<file path="config.mk">
export PLATFORM = sky130hd
export DESIGN_NAME = eth_tx_seq
export DESIGN_NICKNAME = d
export VERILOG_FILES = /design/src/rtl/eth_tx_seq_pkg.sv /design/src/rtl/eth_tx_seq_next.sv /design/src/rtl/eth_tx_seq_decode.sv /design/src/rtl/eth_tx_seq.sv
export SDC_FILE = /design/constraint.sdc
export NUM_CORES = 1
export LEC_CHECK = 0
export BUFFER_PORTS_ARGS = -buffer_cell sky130_fd_sc_hd__buf_2
export CORE_AREA = 2 2 39 41
export DETAILED_ROUTE_END_ITERATION = 8
export DIE_AREA = 0 0 41 43
export GPL_TIMING_DRIVEN = 1
export PLACE_DENSITY = 0.47
export SLEW_MARGIN = 10
export SYNTH_ARGS = -nofsm -noshare
export SYNTH_HDL_FRONTEND = slang
export SYNTH_SLANG_ARGS = --single-unit
</file>
<file path="constraint.sdc">
create_clock -name clk -period 2.6 [get_ports clk]
set_clock_uncertainty 0.15 [all_clocks]
set_input_delay 0.13 -clock clk [delete_from_list [all_inputs] [get_ports clk]]
set_output_delay 0.13 -clock clk [all_outputs]
set_load 0.01 [all_outputs]
</file>
<file path="src/rtl/eth_tx_seq_pkg.sv">
package eth_tx_seq_pkg;

  localparam int ST_W = 2;

  typedef enum logic [ST_W-1:0] {
    ST_IDLE = 2'd0,
    ST_DATA = 2'd1,
    ST_CRC  = 2'd2,
    ST_RSVD = 2'd3
  } seq_st_t;

  typedef struct packed {
    logic rdy;
    logic busy;
    logic strobe;
    logic last;
    logic jam;
    logic tmo;
  } seq_in_t;

  // Next state: the later assignments have the higher priority.
  function automatic seq_st_t step_state(seq_st_t s, seq_in_t i);
    seq_st_t n;
    n = s;
    case (s)
      ST_IDLE: if (i.rdy && !i.busy && !i.last) n = ST_DATA;
      ST_DATA: begin
        if (i.strobe && i.last) n = ST_CRC;
        if (i.strobe && !i.rdy) n = ST_IDLE;
        if (i.jam || i.tmo)     n = ST_IDLE;
      end
      ST_CRC: begin
        if (i.strobe)       n = ST_IDLE;
        if (i.jam || i.tmo) n = ST_IDLE;
      end
      default: n = ST_IDLE;
    endcase
    return n;
  endfunction

  function automatic logic want_fetch(seq_st_t s, seq_in_t i);
    return (s == ST_DATA) && !i.jam && !i.last && i.strobe && i.rdy;
  endfunction

  function automatic logic want_drive(seq_st_t s, seq_in_t i);
    return ((s == ST_DATA) || (s == ST_CRC)) && !i.jam;
  endfunction

endpackage

</file>
<file path="src/rtl/eth_tx_seq_next.sv">
module eth_tx_seq_next
  import eth_tx_seq_pkg::*;
(
  input  seq_st_t cur_st,
  input  seq_in_t in_v,
  output seq_st_t nxt_st,
  output logic    drive,
  output logic    fetch
);
  always_comb begin
    nxt_st = step_state(cur_st, in_v);
    drive  = want_drive(cur_st, in_v);
    fetch  = want_fetch(cur_st, in_v);
  end
endmodule

</file>
<file path="src/rtl/eth_tx_seq_decode.sv">
module eth_tx_seq_decode
  import eth_tx_seq_pkg::*;
(
  input  seq_st_t nxt_st,
  input  logic    jam,
  output logic    idle_o,
  output logic    busy_o,
  output logic    done_no,
  output logic    abort_no
);
  logic going_idle;

  always_comb begin
    going_idle = (nxt_st == ST_IDLE);
    idle_o     = going_idle;
    busy_o     = !going_idle;
    done_no    = !(going_idle && !jam);
    abort_no   = !jam;
  end
endmodule

</file>
<file path="src/rtl/eth_tx_seq.sv">
module eth_tx_seq
  import eth_tx_seq_pkg::*;
(
  input  logic            clk,
  input  logic            rst_n,
  input  logic            frame_rdy,
  input  logic            medium_busy,
  input  logic            word_strobe,
  input  logic            data_end,
  input  logic            collide,
  input  logic            tmo,
  output logic            tx_enable,
  output logic            fetch_word,
  output logic            seq_idle,
  output logic            seq_busy,
  output logic            done_n,
  output logic            abort_n,
  output logic [ST_W-1:0] seq_state
);
  seq_st_t st_q;
  seq_st_t st_d;
  seq_in_t in_v;

  // Named events for the assertions
  logic ev_start;
  logic ev_fault;
  logic ev_crc_end;

  assign in_v = '{rdy: frame_rdy, busy: medium_busy, strobe: word_strobe,
                  last: data_end, jam: collide, tmo: tmo};

  eth_tx_seq_next u_next (
    .cur_st (st_q),
    .in_v   (in_v),
    .nxt_st (st_d),
    .drive  (tx_enable),
    .fetch  (fetch_word)
  );

  eth_tx_seq_decode u_dec (
    .nxt_st   (st_d),
    .jam      (collide),
    .idle_o   (seq_idle),
    .busy_o   (seq_busy),
    .done_no  (done_n),
    .abort_no (abort_n)
  );

  always_ff @(posedge clk) begin
    if (!rst_n) st_q <= ST_IDLE;
    else        st_q <= st_d;
  end

  assign seq_state  = st_q;
  assign ev_start   = (st_q == ST_IDLE) && frame_rdy && !medium_busy && !data_end;
  assign ev_fault   = (st_q != ST_IDLE) && (collide || tmo);
  assign ev_crc_end = (st_q == ST_CRC) && word_strobe;

  AST_START_TO_DATA: assert property (@(posedge clk) disable iff (!rst_n)
    ev_start |=> (seq_state == 2'd1));
  AST_FAULT_TO_IDLE: assert property (@(posedge clk) disable iff (!rst_n)
    ev_fault |=> (seq_state == 2'd0));
  AST_CRC_END: assert property (@(posedge clk) disable iff (!rst_n)
    ev_crc_end |=> (seq_state == 2'd0));
  AST_IDLE_PREDICTS: assert property (@(posedge clk) disable iff (!rst_n)
    seq_idle |=> (seq_state == 2'd0));
  AST_FETCH_IN_DATA: assert property (@(posedge clk) disable iff (!rst_n)
    fetch_word |-> (seq_state == 2'd1) && tx_enable);
  AST_DRIVE_QUIET: assert property (@(posedge clk) disable iff (!rst_n)
    tx_enable |-> (seq_state != 2'd0) && abort_n);
  AST_STATE_LEGAL: assert property (@(posedge clk) disable iff (!rst_n)
    seq_state != 2'd3);
endmodule

</file>
==> results of run 1 <==
-- logic make-up after synthesis --
group	count (synthesis)	share of synthesized area (%)
adders and majority gates	4	21.16
DFF	2	16.93
AOI/OAI and AO/OA	6	20.63
and+or+nand+nor	14	36.52
buffers and inverters	3	4.762
-- metrics by stage --
step                      area (µm²)  worst slack (ns)
after global routing           364.1            0.2743
after global placement         331.6            0.6639
after floorplan                236.5            0.8074
after detailed placement       331.6            0.6698
final                          364.1            0.4156
after CTS                      364.1            0.4048
-- metal layers --
| layer | part of all wire [%] | wire length, µm | up-vias | track usage [%] |
|---|---|---|---|---|
| met1 | 54 | 309 | 97 | 9.554 |
| met3 | 9.4 | 54 | 0 | 5.236 |
| li1 | - | - | 142 | - |
| met4 | 0 | 0 | 0 | 6.000 |
| met2 | 36 | 208 | 13 | 10.31 |
| met5 | 0 | 0 | - | 0 |
-- where the power goes --
group | internal (mW) | switching (mW) | total, mW
logic | 0.0161 | 0.0160 | 0.0322
clock network | 0.0512 | 0.0203 | 0.0715
registers | 0.0318 | 0.00143 | 0.0333
-- cells in the mapped netlist (2+ instances only) --
cell type	count	share of area [%]
dfxtp_1	2	17
nor2_1	2	3.2
inv_1	3	4.8
ha_1	4	21
-- final cells by class --
class | count | area share [%]
clock buffer | 3 | 6.186
tap | 16 | 5.498
timing repair buffer | 16 | 23.37
sequential | 2 | 11.00
multi-input combinational | 24 | 50.86
inverter | 3 | 3.093
-- layout by cell type, fill, tap and decap left out, types with 2 or more instances in the layout --
cell type	n
buf_2	15
dfxtp_1	2
nor2_1	2
ha_1	4
inv_1	3
clkbuf_4	3
-- how the worst min path moves through the flow --
stage | from | endpoint | slack, ns | cells past startpoint
2_1_floorplan | rst_n | seq_state[1] | 0.10 | 1
3_3_place_gp | rst_n | seq_state[1] | 0.21 | 2
3_5_place_dp | rst_n | seq_state[1] | 0.20 | 2
4_1_cts | data_end | seq_state[1] | 0.24 | 4
5_1_grt | data_end | seq_state[1] | 0.28 | 4
6_report | data_end | seq_state[1] | 0.25 | 4
-- what timing repair did --
action | in CTS | in global routing
gates resized for setup | 0 | 0
hold buffers | 1 | 0
hold endpoints to repair | 2 | 0
-- worst max-delay path, cell delays in order, from the launching register on --
cell and delay (ns):
dfxtp_1 0.42, inv_1 0.09, ha_1 0.20, o21ba_1 0.19, o2111ai_1 0.18, a21oi_1 0.13
or3_1 0.31, buf_2 0.14
==> summary.md, run 1 <==
| Metric | Value |
|---|---|
| Number of global-route vias before repair | `233` |
| Die Ht | `43 µm` |
| Postcts setup bufs | `0` |
| Critical path data required time | `2.32 ns` |
| Post-route ant nets | `0` |
| Post-DP HPWL | `437.4 µm` |
| Worst-skew pair later-pin latency | `0.23 ns` |
| Worst setup path start | `seq_state[0]` |
| Max_slew headroom | `80.21%` |
| Mapped Area | `236.5 µm²` |
| VDD IR max | `0.0001650 V` |
| Remaining Overflow, GRT | `0` |
| CTS root buffer | `clkbuf_4` |
| Period utilization | `84.02%` |
| CTS tree | `yes` |
| Placed Cells | `60` |
| Lkg Pwr | `0.1948 nW` |
| Port bufs | `15` |
| Die X | `41 µm` |
| CP Capture Point | `done_n` |
| Sequential cell area | `40.04 µm²` |
| # rows | `14` |
| Clk buf depth | `2` |
| Worst Setup Start Kind | `register` |
| Synthesized instance count | `29` |
| Critical path type | `reg -> out` |
| # setup viols final | `0` |
| DRC | `0` |
| Core area | `1384 µm²` |
| Worst-path fanout max | `6` |
| Final number of hold-violating endpoints | `0` |
| Post-synthesis average cell area | `8.154 µm²` |
| Setup crit end kind | `output port` |
| Hold WS | `0.2487 ns` |
| Starting Density | `17.09%` |
| Final Core Density | `26.31%` |
| Register area share after synthesis | `16.93%` |
| Largest net degree at the start of global routing | `7` |
| Area Growth Syn to Fin | `53.97%` |
| First-pass DRT Iterations | `2` |
| Reg2Reg Depth | `6` |
| Library cells used by synthesis | `22` |
| Hold/Removal Path Class | `in -> reg` |
| Largest register FFs | `2` |
| Fin crit period | `2.184 ns` |
| Final Slew Violations | `0` |
| Avg WL per Cell | `8.953 µm` |
| Yosys warns | `0` |
| Routed wire length | `573 µm` |
| Post-synth EDFFs | `0` |
| Outcome | `completed` |
| Share of layout cells above drive strength 1 | `47.92%` |
| Routability congestion estimate | `0.7645` |
| Data arrival, critical path | `1.90 ns` |
| Ant. Diodes | `0` |
| Num CTS Buffers | `3` |
| First-pass GRT wire length | `917 µm` |
| Worst reg2reg startpoint | `seq_state[0]` |
| GRT Total Usage | `8.208%` |
| Nets | `62` |
| Sink Count | `2` |
| Die ar. | `1763 µm²` |
| Asr flop ratio synth | `0%` |
| RSZ-0062 raised after global routing | `no` |
| Via Count | `252` |
| Pwr Total | `0.1369 mW` |
| Htree depth | `1` |
| Dominant synthesized flop cell | `dfxtp_1` |
| R2R setup slack | `0.93 ns` |
| Final setup TNS | `0 ns` |
| Initial DRC Count | `3` |
| Vias per std cell | `3.938` |
| F_max | `457.8 MHz` |
| # IOs | `16` |
| Max Cap Viol | `0` |
| Initial antenna violation count | `0` |
| Slew @ Worst Pin | `0.2969 ns` |
| Cell Pwr Density | `376.1 nW/µm²` |
| Multi-input logic area | `185.2 µm²` |
| Non-filler cells, final | `64` |
| Flop and latch count out of synthesis | `2` |
| Reg-to-reg critical path endpoint | `seq_state[0]` |
| Clock slew seen by the registers of the worst setup and hold paths | `0.04 ns` |
| Fillers | `147` |
| Syn nets | `41` |
Power figures use the tool's default switching activity.
==> run 2, diff against run 1 <==
--- a/config.mk
+++ b/config.mk
@@ -10,7 +10,7 @@
 export DETAILED_ROUTE_END_ITERATION = 8
 export DIE_AREA = 0 0 41 43
 export GPL_TIMING_DRIVEN = 1
-export PLACE_DENSITY = 0.47
+export PLACE_DENSITY = 0.48
 export SLEW_MARGIN = 10
 export SYNTH_ARGS = -nofsm -noshare
 export SYNTH_HDL_FRONTEND = slang
==> constraint.sdc (replaced) <==
create_clock -name clk -period 2 [get_ports clk]
set_clock_uncertainty 0.15 [all_clocks]
set_input_delay 0.1 -clock clk [delete_from_list [all_inputs] [get_ports clk]]
set_output_delay 0.1 -clock clk [all_outputs]
set_load 0.01 [all_outputs]
==> run 2 against run 1 <==
Via count rose by 12%. Wire length rose by 7.5%. Sequential power rose by 26%. Register-to-register slack got worse by 0.47 ns. Utilization rose by 5.2 points. Final cell count rose by 3.1%. Flip-flop and latch count did not move. Sequential share of layout area fell by 0.11 points. Hold slack got worse by 0.079 ns. Cell area rose by 20%. Non-clock buffer count rose by 2.
==> summary.md, run 2 (synthesized netlist as in run 1, its figures left out) <==
| Metric | Value |
|---|---|
| Outcome | `completed (unchanged)` |
| Initial antenna violation count | `0 (unchanged)` |
| Data arrival, critical path | `1.70 ns (was 1.90 ns)` |
| Hold/Removal Path Class | `in -> reg (unchanged)` |
| VDD IR max | `0.0002461 V (was 0.0001650 V)` |
| Die X | `41 µm (unchanged)` |
| Worst Setup Start Kind | `register (unchanged)` |
| Largest net degree at the start of global routing | `6 (was 7)` |
| Avg WL per Cell | `9.333 µm (was 8.953 µm)` |
| Setup crit end kind | `output port (unchanged)` |
| Most common cell after layout, fill and taps aside | `buf_2 (unchanged)` |
| Die ar. | `1763 µm² (unchanged)` |
| Psw | `0.04945 mW (was 0.03780 mW)` |
| Num CTS Buffers | `3 (unchanged)` |
| Critical path type | `reg -> out (unchanged)` |
| Most frequent cells in the layout | `15 x buf_2, 3 x clkbuf_4 (was 15 x buf_2, 4 x ha_1, 3 x inv_1, 3 x clkbuf_4)` |
| Remaining Overflow, GRT | `0 (unchanged)` |
| Switching share of power | `27.38% (was 27.61%)` |
| First-pass DRT Iterations | `1 (was 2)` |
| Worst-path fanout max | `4 (was 6)` |
| Critical path data required time | `1.75 ns (was 2.32 ns)` |
| Routability congestion estimate | `0.7019 (was 0.7645)` |
| Lkg Pwr | `0.2035 nW (was 0.1948 nW)` |
| Worst-skew pair later-pin latency | `0.22 ns (was 0.23 ns)` |
| Starting Density | `17.09% (unchanged)` |
| Die Ht | `43 µm (unchanged)` |
| Initial DRC Count | `0 (was 3)` |
| Max Cap Viol | `0 (unchanged)` |
| Max_slew headroom | `80.72% (was 80.21%)` |
| GRT Total Usage | `9.200% (was 8.208%)` |
| Fin crit period | `1.953 ns` |
| Hold WS | `0.1701 ns (was 0.2487 ns)` |
| DRC | `0 (unchanged)` |
| Placed Cells | `61 (was 60)` |
| Clk pwr share | `49.2% (was 52.2%)` |
| Vias per std cell | `4.258 (was 3.938)` |
| Final setup TNS | `0 ns (unchanged)` |
| RSZ-0062 raised after global routing | `yes (was no)` |
| Port bufs | `15 (unchanged)` |
| Sequential Power Share | `23.1% (was 24.3%)` |
| Slew @ Worst Pin | `0.2885 ns (was 0.2969 ns)` |
| Nets | `64 (was 62)` |
| Final Slew Violations | `0 (unchanged)` |
| Number of global-route vias before repair | `276 (was 233)` |
| Post-DP HPWL | `467 µm (was 437.4 µm)` |
| # setup viols final | `0 (unchanged)` |
| Period utilization | `97.63%` |
| Fillers | `164 (was 147)` |
| F_max | `512.1 MHz` |
| Non-filler cells, final | `66 (was 64)` |
| Clk buf depth | `2 (unchanged)` |
| Cell Pwr Density | `413.7 nW/µm² (was 376.1 nW/µm²)` |
| Final number of hold-violating endpoints | `0 (unchanged)` |
| Area Growth Syn to Fin | `84.66% (was 53.97%)` |
| Sink Count | `2 (unchanged)` |
| Ant. Diodes | `0 (unchanged)` |
| CTS tree | `yes (unchanged)` |
| Via Count | `281 (was 252)` |
| Share of layout cells above drive strength 1 | `70.00% (was 47.92%)` |
| Logic pwr share | `27.7% (was 23.5%)` |
| First-pass GRT wire length | `1055 µm (was 917 µm)` |
| CTS root buffer | `clkbuf_4 (unchanged)` |
| Int Power | `0.1312 mW (was 0.09912 mW)` |
| Largest register FFs | `2 (unchanged)` |
| # rows | `14 (unchanged)` |
| Routed wire length | `616 µm (was 573 µm)` |
| Post-route ant nets | `0 (unchanged)` |
| Clock slew seen by the registers of the worst setup and hold paths | `0.03 ns (was 0.04 ns)` |
| Htree depth | `1 (unchanged)` |
| Core area | `1384 µm² (unchanged)` |
| Final Core Density | `31.56% (was 26.31%)` |
| # IOs | `16 (unchanged)` |
run 2: cell types whose count changed in the layout (fill, tap and decap cells not counted), moves of 2 or more:
cell,delta
buf_4,+2
dfxtp_1,-2
dfxtp_4,+2
ha_1,-2
ha_4,+2
inv_1,-2
inv_4,+2
run 2: through the flow:
step	power, mW	area, µm²	setup slack (ns)
floorplan	0.06470	236.5	0.2374
global placement	0.08636	339.1	0.1687
detailed placement	0.08622	339.1	0.1326
CTS	0.1870	406.6	0.008073
global route	0.1967	436.7	-0.03764
finish	0.1806	436.7	0.04738
run 2: power by group through the flow:
stage | logic (mW) | registers (mW) | clock network (mW)
finish | 0.0500 | 0.0418 | 0.0888
global route | 0.0563 | 0.0420 | 0.0983
CTS | 0.0491 | 0.0426 | 0.0953
detailed placement | 0.0433 | 0.0429 | 0
global placement | 0.0436 | 0.0428 | 0
floorplan | 0.0208 | 0.0439 | 0
run 2: path summary, 6_finish.rpt:
kind                     start            to  slack [ns]  depth (start not counted)
hold / removal             tmo  seq_state[1]        0.17                          5
setup / recovery  seq_state[1]        done_n        0.05                          7
hold reg to reg   seq_state[1]  seq_state[1]        0.55                          3
setup reg to reg  seq_state[1]  seq_state[1]        0.46                          6
run 2: worst max-delay path, cell delays in order (launching register included):
cell       delay (ns)
dfxtp_4          0.37
inv_4            0.05
ha_4             0.15
o21ba_4          0.20
o2111ai_2        0.17
a21oi_2          0.09
or3_1            0.30
buf_2            0.14
run 2: what timing repair did:
item                                    CTS  global route
pin swaps                                 2             3
endpoints found under the setup margin    2             3
hold buffers                              1             0
endpoints found under the hold margin     2             0
buffers inserted                          1             0
resized for setup                        10             7
run 2: final cells by class:
cell class | count | area, µm² | area share (%)
well taps | 16 | 20.02 | 4.585
multi-input cells | 24 | 230.2 | 52.72
inverters | 3 | 16.27 | 3.725
flip-flops and latches | 2 | 47.55 | 10.89
repair buffers | 18 | 100.1 | 22.92
clock buffers | 3 | 22.52 | 5.158
run 2: routing by layer:
layer / track usage, % / routed length (µm) / share of wire [%] / vias to the layer above
met5: 0 / 0 / 0 / -
met4: 8.000 / 0 / 0 / 0
met3: 3.141 / 51 / 8.3 / 0
met2: 12.19 / 297 / 48 / 11
met1: 11.11 / 267 / 43 / 125
li1: - / - / - / 145
==> run 3, diff against run 2 <==
--- a/config.mk
+++ b/config.mk
@@ -10,7 +10,7 @@
 export DETAILED_ROUTE_END_ITERATION = 8
 export DIE_AREA = 0 0 41 43
 export GPL_TIMING_DRIVEN = 1
-export PLACE_DENSITY = 0.48
+export PLACE_DENSITY = 0.47
 export SLEW_MARGIN = 10
 export SYNTH_ARGS = -nofsm -noshare
 export SYNTH_HDL_FRONTEND = slang
==> constraint.sdc (replaced) <==
create_clock -name clk -period 1.8 [get_ports clk]
set_clock_uncertainty 0.15 [all_clocks]
set_input_delay 0.09 -clock clk [delete_from_list [all_inputs] [get_ports clk]]
set_output_delay 0.09 -clock clk [all_outputs]
set_load 0.01 [all_outputs]
==> run 3 against run 2 <==
The run now ends with negative setup slack left. Clock power grew 9.0%. Combinational power increased by 22%. Critical path depth unchanged. Flip-flop and latch count stayed put. Non-clock buffer count rose by 4. Sequential power rose by 11%. Die area did not move. Critical path type unchanged. Highest routed layer unchanged.
==> summary.md, run 3 (synthesized netlist as in run 1, its figures left out) <==
| Metric | Value |
|---|---|
| Clk pwr share | `47.4% (was 49.2%)` |
| Number of global-route vias before repair | `291 (was 276)` |
| Routability congestion estimate | `0.6983 (was 0.7019)` |
| Worst-path fanout max | `4 (unchanged)` |
| Largest net degree at the start of global routing | `6 (unchanged)` |
| DRC | `0 (unchanged)` |
| Die ar. | `1763 µm² (unchanged)` |
| Sink Count | `2 (unchanged)` |
| First-pass GRT wire length | `1117 µm (was 1055 µm)` |
| Worst-skew pair later-pin latency | `0.22 ns (about the same)` |
| Largest register FFs | `2 (unchanged)` |
| Non-filler cells, final | `70 (was 66)` |
| Starting Density | `17.09% (unchanged)` |
| Critical path type | `reg -> out (unchanged)` |
| First-pass DRT Iterations | `2 (was 1)` |
| Ant. Diodes | `0 (unchanged)` |
| Avg WL per Cell | `10.24 µm (was 9.333 µm)` |
| Switching share of power | `26.83% (was 27.38%)` |
| Clock slew seen by the registers of the worst setup and hold paths | `0.03 ns (about the same)` |
| Die X | `41 µm (unchanged)` |
| # IOs | `16 (unchanged)` |
| Num CTS Buffers | `3 (unchanged)` |
| Final setup TNS | `-0.2467 ns (was 0 ns)` |
| Htree depth | `1 (unchanged)` |
| F_max | `510.5 MHz` |
| Fin crit period | `1.959 ns` |
| Final Slew Violations | `0 (unchanged)` |
| Most frequent cells in the layout | `15 x buf_2, 6 x buf_4, 3 x clkbuf_4 (was 15 x buf_2, 3 x clkbuf_4)` |
| Die Ht | `43 µm (unchanged)` |
| VDD IR max | `0.0002632 V (was 0.0002461 V)` |
| RSZ-0062 raised after global routing | `yes (unchanged)` |
| Max_slew headroom | `81.23% (was 80.72%)` |
| Int Power | `0.1495 mW (was 0.1312 mW)` |
| Initial antenna violation count | `0 (unchanged)` |
| Psw | `0.05483 mW (was 0.04945 mW)` |
| Lkg Pwr | `0.2227 nW (was 0.2035 nW)` |
| Port bufs | `15 (unchanged)` |
| Post-route ant nets | `0 (unchanged)` |
| # rows | `14 (unchanged)` |
| Remaining Overflow, GRT | `0 (unchanged)` |
| Vias per std cell | `4.071 (was 4.258)` |
| Initial DRC Count | `4 (was 0)` |
| Hold/Removal Path Class | `in -> reg (unchanged)` |
| Via Count | `285 (was 281)` |
| Final number of hold-violating endpoints | `0 (unchanged)` |
| GRT Total Usage | `9.100% (was 9.200%)` |
| Critical path data required time | `1.56 ns (was 1.75 ns)` |
| Max Cap Viol | `0 (unchanged)` |
| Core area | `1384 µm² (unchanged)` |
| Most common cell after layout, fill and taps aside | `buf_2 (unchanged)` |
| Final Core Density | `33.73% (was 31.56%)` |
| Period utilization | `108.8%` |
| Cell Pwr Density | `437.8 nW/µm² (was 413.7 nW/µm²)` |
| Outcome | `finished with violations (was completed)` |
| CTS tree | `yes (unchanged)` |
| Nets | `68 (was 64)` |
| Clk buf depth | `2 (unchanged)` |
| CTS root buffer | `clkbuf_4 (unchanged)` |
| Sequential Power Share | `22.7% (was 23.1%)` |
| Placed Cells | `65 (was 61)` |
| Logic pwr share | `29.9% (was 27.7%)` |
| # setup viols final | `3 (was 0)` |
| Slew @ Worst Pin | `0.2816 ns (was 0.2885 ns)` |
| Data arrival, critical path | `1.72 ns (was 1.70 ns)` |
| Setup crit end kind | `output port (unchanged)` |
| Area Growth Syn to Fin | `97.35% (was 84.66%)` |
| Final worst-path setup slack | `-0.1590 ns (was 0.04738 ns)` |
| Share of layout cells above drive strength 1 | `72.22% (was 70.00%)` |
| Pwr Total | `0.2043 mW (was 0.1806 mW)` |
| Failing checks | `negative setup slack` |
| Routed wire length | `717 µm (was 616 µm)` |
| Worst Setup Start Kind | `register (unchanged)` |
[run 3: worst paths after layout]
kind / startpoint / endpoint / slack [ns] / cells after the start
max: seq_state[0] / done_n / -0.16 / 7
min: tmo / seq_state[1] / 0.17 / 5
max reg2reg: seq_state[1] / seq_state[1] / 0.28 / 6
min reg2reg: seq_state[1] / seq_state[1] / 0.65 / 4
[run 3: worst max-delay path: stages, from the launching register on]
cell,delay [ns]
dfxtp_4,0.37
inv_4,0.04
ha_4,0.14
o21ba_4,0.21
o2111ai_2,0.18
a21oi_2,0.10
or3_1,0.31
buf_2,0.15
[run 3: per-stage QoR]
stage                     hold slack, ns  area (µm²)  setup slack, ns
after floorplan                  0.06171       236.5          0.04745
after global placement            0.1630       369.1         -0.01055
after detailed placement          0.1558       369.1         -0.03001
after CTS                         0.1619       436.7          -0.1779
after global routing              0.1903       466.7          -0.2267
final                             0.1721       466.7          -0.1590
[run 3: cell type report]
| cell class | instances | area, µm² |
|---|---|---|
| multi-input combinational | 24 | 230.2 |
| clock buffer | 3 | 22.52 |
| tap | 16 | 20.02 |
| sequential | 2 | 47.55 |
| timing repair buffer | 22 | 130.1 |
| fill | 160 | 917.1 |
| inverter | 3 | 16.27 |
[run 3: layer usage]
layer | global-route usage, % | vias to the layer above | wire length [µm]
met5 | 0 | - | 0
met4 | 4.000 | 0 | 0
met3 | 3.141 | 0 | 61
met2 | 13.44 | 13 | 325
met1 | 11.43 | 121 | 330
li1 | - | 151 | -
[run 3: what timing repair did]
item                                   in CTS  in global routing
hold buffers                                1                  0
setup buffers                               1                  0
gates resized for setup                    10                  6
pin swaps                                   3                  5
endpoints found under the hold margin       2                  0
setup endpoints to repair                   3                  3
cloned                                      0                  0
[run 3: power by group through the flow]
stage | Sequential [mW] | Clock (mW) | Combinational (mW)
floorplan | 0.0488 | 0 | 0.0231
global placement | 0.0477 | 0 | 0.0515
detailed placement | 0.0480 | 0 | 0.0512
CTS | 0.0477 | 0.102 | 0.0599
global route | 0.0467 | 0.102 | 0.0683
finish | 0.0464 | 0.0968 | 0.0611
